`src/rtl/card_cfg_pkg.sv`:
```
package card_cfg_pkg;
  localparam int DATA_W = 8;
  localparam int IDX_W  = 6;

  localparam logic [IDX_W-1:0] IDX_MEM = 6'd0;
  localparam logic [IDX_W-1:0] IDX_IO  = 6'd1;

  typedef struct packed {
    logic             srst;
    logic             lvl;
    logic [IDX_W-1:0] idx;
  } opt_reg_t;
endpackage

```
`src/rtl/cfg_opt_reg.sv`:
```
module cfg_opt_reg
  import card_cfg_pkg::*;
(
  input  logic              clk,
  input  logic              rst_n,
  input  logic              wr_en,
  input  logic [DATA_W-1:0] wdata,
  output opt_reg_t          opt_q
);
  opt_reg_t opt_d;

  always_comb begin
    opt_d = opt_q;
    if (wr_en) opt_d = opt_reg_t'(wdata);
    if (opt_d.srst) opt_d.idx = IDX_MEM;
  end

  always_ff @(posedge clk or negedge rst_n) begin
    if (!rst_n) opt_q <= '0;
    else        opt_q <= opt_d;
  end

  // index held at zero throughout soft reset
  assert_idx_held_R3: assert property (@(posedge clk) disable iff (!rst_n)
    opt_q.srst |-> (opt_q.idx == IDX_MEM));
endmodule

```
`src/rtl/cfg_stat_reg.sv`:
```
module cfg_stat_reg
  import card_cfg_pkg::*;
(
  input  logic              clk,
  input  logic              rst_n,
  input  logic              wr_en,
  input  logic [DATA_W-1:0] wdata,
  input  logic              soft_rst,
  input  logic              irq_src,
  output logic              pwr_q,
  output logic              pend_q
);
  logic pwr_d;

  always_comb begin
    pwr_d = pwr_q;
    if (soft_rst)   pwr_d = 1'b0;
    else if (wr_en) pwr_d = wdata[2];
  end

  always_ff @(posedge clk or negedge rst_n) begin
    if (!rst_n) begin
      pwr_q  <= 1'b0;
      pend_q <= 1'b0;
    end else begin
      pwr_q  <= pwr_d;
      pend_q <= irq_src;
    end
  end

  assert_pwr_clear_R3: assert property (@(posedge clk) disable iff (!rst_n)
    soft_rst |=> !pwr_q);

  assert_pend_follow_R6: assert property (@(posedge clk) disable iff (!rst_n)
    wr_en |=> (pend_q == $past(irq_src)));
endmodule

```
`src/rtl/irq_shaper.sv`:
```
module irq_shaper #(
  parameter int PULSE_LEN = 8
) (
  input  logic clk,
  input  logic rst_n,
  input  logic pend,
  input  logic lvl_mode,
  input  logic mask,
  output logic irq_n
);
  localparam int CNT_W = $clog2(PULSE_LEN + 1);

  logic             pend_d;
  logic             rise;
  logic [CNT_W-1:0] cnt_q, cnt_d;
  logic             active;

  assign rise = pend & ~pend_d;

  always_comb begin
    cnt_d = cnt_q;
    if (mask)              cnt_d = '0;
    else if (rise)         cnt_d = CNT_W'(PULSE_LEN);
    else if (cnt_q != '0)  cnt_d = cnt_q - 1'b1;
  end

  always_ff @(posedge clk or negedge rst_n) begin
    if (!rst_n) begin
      pend_d <= 1'b0;
      cnt_q  <= '0;
    end else begin
      pend_d <= pend;
      cnt_q  <= cnt_d;
    end
  end

  assign active = lvl_mode ? pend : (cnt_q != '0);
  assign irq_n  = ~(active & ~mask);

  // every unmasked edge (re)loads a full pulse
  assert_pulse_load_R9: assert property (@(posedge clk) disable iff (!rst_n)
    (rise && !mask) |=> (cnt_q == CNT_W'(PULSE_LEN)));

  assert_pulse_bound_R10: assert property (@(posedge clk) disable iff (!rst_n)
    cnt_q <= CNT_W'(PULSE_LEN));
endmodule

```
`src/rtl/card_cfg_regs.sv`:
```
module card_cfg_regs
  import card_cfg_pkg::*;
#(
  parameter int ADDR_W    = 4,
  parameter int PULSE_LEN = 8
) (
  input  logic              clk,
  input  logic              rst_n,
  input  logic [ADDR_W-1:0] reg_addr,
  input  logic [7:0]        reg_wdata,
  input  logic              reg_wr,
  input  logic              reg_rd,
  output logic [7:0]        reg_rdata,
  input  logic              irq_src,
  output logic              soft_rst,
  output logic              io_mode,
  output logic              pwr_down_req,
  output logic              host_irq_n
);
  localparam logic [ADDR_W-1:0] OFF_OPT  = ADDR_W'(0);
  localparam logic [ADDR_W-1:0] OFF_STAT = ADDR_W'(2);

  logic [1:0] rst_sync_q;
  logic       rst_i_n;

  always_ff @(posedge clk or negedge rst_n) begin
    if (!rst_n) rst_sync_q <= 2'b00;
    else        rst_sync_q <= {rst_sync_q[0], 1'b1};
  end
  assign rst_i_n = rst_sync_q[1];

  logic     sel_opt, sel_stat;
  opt_reg_t opt_q;
  logic     pwr_q, pend_q;

  assign sel_opt  = (reg_addr == OFF_OPT);
  assign sel_stat = (reg_addr == OFF_STAT);

  cfg_opt_reg u_opt (
    .clk   (clk),
    .rst_n (rst_i_n),
    .wr_en (reg_wr & sel_opt),
    .wdata (reg_wdata),
    .opt_q (opt_q)
  );

  cfg_stat_reg u_stat (
    .clk      (clk),
    .rst_n    (rst_i_n),
    .wr_en    (reg_wr & sel_stat),
    .wdata    (reg_wdata),
    .soft_rst (opt_q.srst),
    .irq_src  (irq_src),
    .pwr_q    (pwr_q),
    .pend_q   (pend_q)
  );

  assign soft_rst     = opt_q.srst;
  assign io_mode      = (opt_q.idx == IDX_IO) & ~opt_q.srst;
  assign pwr_down_req = pwr_q;

  irq_shaper #(.PULSE_LEN(PULSE_LEN)) u_irq (
    .clk      (clk),
    .rst_n    (rst_i_n),
    .pend     (pend_q),
    .lvl_mode (opt_q.lvl),
    .mask     (~io_mode),
    .irq_n    (host_irq_n)
  );

  always_comb begin
    reg_rdata = '0;
    if (reg_rd) begin
      if (sel_opt)       reg_rdata = opt_q;
      else if (sel_stat) reg_rdata = {5'b0, pwr_q, pend_q, 1'b0};
    end
  end

  assert_mask_R11: assert property (@(posedge clk) disable iff (!rst_i_n)
    !io_mode |-> host_irq_n);

  assert_other_off_R7: assert property (@(posedge clk) disable iff (!rst_i_n)
    (reg_wr && !sel_opt && !sel_stat && !opt_q.srst) |=> ($stable(opt_q) && $stable(pwr_q)));

  assert_level_R8: assert property (@(posedge clk) disable iff (!rst_i_n)
    (io_mode && opt_q.lvl && $stable(opt_q)) |-> (host_irq_n == !pend_q));
endmodule

```
`config.mk`:
```
export PLATFORM = sky130hd
export DESIGN_NAME = card_cfg_regs
export DESIGN_NICKNAME = d
export VERILOG_FILES = /design/src/rtl/card_cfg_pkg.sv /design/src/rtl/cfg_opt_reg.sv /design/src/rtl/cfg_stat_reg.sv /design/src/rtl/irq_shaper.sv /design/src/rtl/card_cfg_regs.sv
export SDC_FILE = /design/constraint.sdc
export NUM_CORES = 1
export LEC_CHECK = 0
export BUFFER_PORTS_ARGS = -buffer_cell sky130_fd_sc_hd__buf_2
export CELL_PAD_IN_SITES_DETAIL_PLACEMENT = 1
export CELL_PAD_IN_SITES_GLOBAL_PLACEMENT = 1
export CORE_ASPECT_RATIO = 0.7
export CORE_MARGIN = 1.5
export CORE_UTILIZATION = 37
export CTS_BUF_LIST = sky130_fd_sc_hd__clkbuf_8
export DETAILED_ROUTE_END_ITERATION = 8
export PLACE_DENSITY = 0.79
export SYNTH_ARGS = -nofsm -noshare
export SYNTH_HDL_FRONTEND = slang
export SYNTH_SLANG_ARGS = --single-unit
```
`constraint.sdc`:
```
create_clock -name clk -period 1.8 [get_ports clk]
set_clock_uncertainty 0.1 [all_clocks]
set_input_delay 0.27 -clock clk [delete_from_list [all_inputs] [get_ports clk]]
set_output_delay 0.27 -clock clk [all_outputs]
set_load 0.05 [all_outputs]
```
==> results.md <==
- Final WL: 2160 µm
- Avg Cell Area, Syn: 10.8 µm²
- Fraction of registers with async set/reset: 1.00
- Post-Syn Area: around 800 µm²
- Worst setup EP type: primary output
- Main synth FF type: dfrtp_1
- Initial core utilization: 0.410
- Die span in y: roughly 42 µm
- Rows: 13
- Switch Pwr: between 200 and 250 µW
- Ys Warns: 0
- Via density: 5.40
- First-pass GRT wire length: 3860 µm
- H-Tree Depth: 1
- Antenna Cells: 0
- Area Overhead vs Synth: 43.0%
- Post-DRT Antenna Nets: 0
- Filler Cells Inserted: around 220
- Vias in the first global route: ~800
- Top-count cell post-synth: dfrtp_1
- WS Path Type: flip-flop to primary output
- Layout cells sized above 1: 0.452
- RSZ-0062 raised after global routing: yes
- Status: complete, no violations
- Placed instance count: 128
- Lkg Pwr: 0.000566 µW
- Sequential fraction of the synthesis area: 0.531
- Fin. Hold Viols: 0
- Post-synth top cells: dfrtp_1 (17), a22o_1 (6), and2_1 (6), nor2_1 (6), inv_1 (4)
- Mapped Cells: 74
- CTS clk-pin slew, worst paths: about 0.06 ns
- FMAX: 563 MHz
- CTS max path bufs: 2
- Power per cell area: 719 nW/µm²
- Max Cap Viol: 0
- Synth top area share: 0.531
- Via Count: 740
- Logic pwr share: 0.139
- Routed WL per cell: ~16 µm
- Slew headroom: 0.584
- Fin nets: 135
- Initial DRT Pass Iterations: 4
- Detail Placement HPWL: 1660 µm
- Chip width: 58.6 µm
- GP Congestion: 0.739
- Initial DRC Count: 10
- Number of synthesized flops with an enable pin: 0
- Max Transition Viols Final: 0
- Largest net degree at the start of global routing: 16
- Post-synthesis cell type count: 25
- Total Routing Usage GR: 0.213
- CP required: 1.43 ns
- Switching Fraction: 0.277
- Core area: 1950 µm²
- Worst VDD drop: 0.332 mV
- Grt ovf: 0
- Ports: 29
- Placed Instance Area: 1010 µm²
- Clock power share: 0.346
- Min Tclk post-route: 1.78 ns
- CTS tree: yes
- CP Data Arrival Time: 1.41 ns
- DIE AREA: 2460 µm²
- Clock root cell: clkbuf_8
- Clock Latency Late Sink: between 0.2 and 0.3 ns
- Internal: 595 µW
- # port buffers: 28
- Hold WC Path Type: input port to flip-flop
- Synth Register Bits: 17
- Clock sink count: 17
- Setup violations, final: 0
- Mapped Nets: 93
- Synth area leaders: dfrtp_1 (53%), a22o_1 (6.6%), and2_1 (4.7%)
- Num CTS Buffers: 3
- Initial antenna violation count: 0
- Max Fanout on Critical Path: 3
- Post-Layout Cell Count: 137
- Dominant cell type by area after synthesis: dfrtp_1
- CP Launch Type: flip-flop
- Reg power frac: 0.514
- Crit share post-route: 0.987
- Worst Max-Slew Pin Slew: 0.623 ns
- Finished Cell Area: roughly 1100 µm²
- DRC Markers: 0
==> path summary, 6_finish.rpt <==
check	from	to	slack, ns	depth (start not counted)
worst max-delay path	u_irq.cnt_q[1]	host_irq_n	0.02	6
worst min-delay path	irq_src	u_stat.pend_q	0.03	1
worst max register to register	u_irq.cnt_q[1]	u_irq.cnt_q[1]	0.14	7
worst min register to register	rst_sync_q[1]	u_irq.cnt_q[0]	0.16	0
max in group asynchronous	rst_sync_q[1]	u_opt.opt_q[7]	1.01	0
min in group asynchronous	rst_sync_q[1]	u_irq.cnt_q[0]	0.16	0
==> sequential cells by signal, summed over array words and instances, names as in the netlist <==
signal,flops
u_stat.pend_q,1
u_opt.opt_q,8
u_irq.cnt_q,4
u_irq.pend_d,1
u_stat.pwr_q,1
rst_sync_q,2
==> critical path: stages, from the launching register on <==
cell and delay, ns:
dfrtp_1 0.38, inv_1 0.10, ha_2 0.19, nor3b_4 0.18, o21ai_1 0.09, nand2_2 0.08
buf_8 0.14
==> logic make-up after synthesis <==
logic type	after synthesis	share of synthesized area
AOI/OAI and AO/OA	13	0.117
xor gates and xnor gates	2	0.0219
adders and majority gates	2	0.0312
buffers and inverters	5	0.0234
DFF	17	0.531
muxes	2	0.0250
other	1	0.00468
and+or+nand+nor	32	0.245
==> timing repair <==
| item | CTS | global route |
|---|---|---|
| setup buffers | 3 | 1 |
| endpoints found under the setup margin | 2 | 8 |
| hold buffers | 1 | 0 |
| gates resized for setup | 7 | 6 |
| pin swaps | 2 | 1 |
| endpoints found under the hold margin | 2 | 0 |
==> layout by cell type, fill, tap and decap left out, drive strengths merged, types with 3 or more instances in the layout <==
cell type / instances
nand2: 3
a22o: 6
nor4: 3
nand3: 3
nor2: 6
nor3: 4
buf: 37
inv: 3
and2: 6
dfrtp: 17
clkbuf: 3
o21ai: 3
==> layer usage <==
layer | part of all wire | vias up | global-route usage
met5 | 0 | - | 0
met4 | 0.010 | 0 | 0.0545
met3 | 0.051 | 5 | 0.0654
met2 | 0.47 | 21 | 0.339
met1 | 0.47 | 369 | 0.282
li1 | - | 345 | -
==> power by group through the flow <==
stage	combinational [µW]	clock, µW	sequential [µW]
after CTS	110	296	424
final	115	285	423
after global routing	124	309	427
after global placement	100	0	428
after detailed placement	106	0	431
after floorplan	41.8	0	444
==> cell type report <==
cell class,instances,area [µm²],area share
Multi-Input combinational cell,52,395,0.345
Clock inverter,1,5.00,0.00437
Sequential cell,17,427,0.373
Inverter,4,18.8,0.0164
Tap cell,22,27.5,0.0240
Clock buffer,3,41.3,0.0361
Timing Repair Buffer,38,230,0.201
==> stage by stage <==
stage                      util  hold slack, ns  setup TNS [ns]  setup WS [ns]  power (µW)
after global placement    0.517         -0.0452               0          0.145         529
final                     0.587          0.0264               0         0.0225         823
after global routing      0.587          0.0233          -0.127        -0.0773         860
after floorplan               -          -0.126               0        0.00599         485
after CTS                 0.567          0.0213         -0.0310        -0.0243         830
after detailed placement  0.517         -0.0445               0         0.0881         537
No activity file was read; power rests on OpenSTA's default activity.
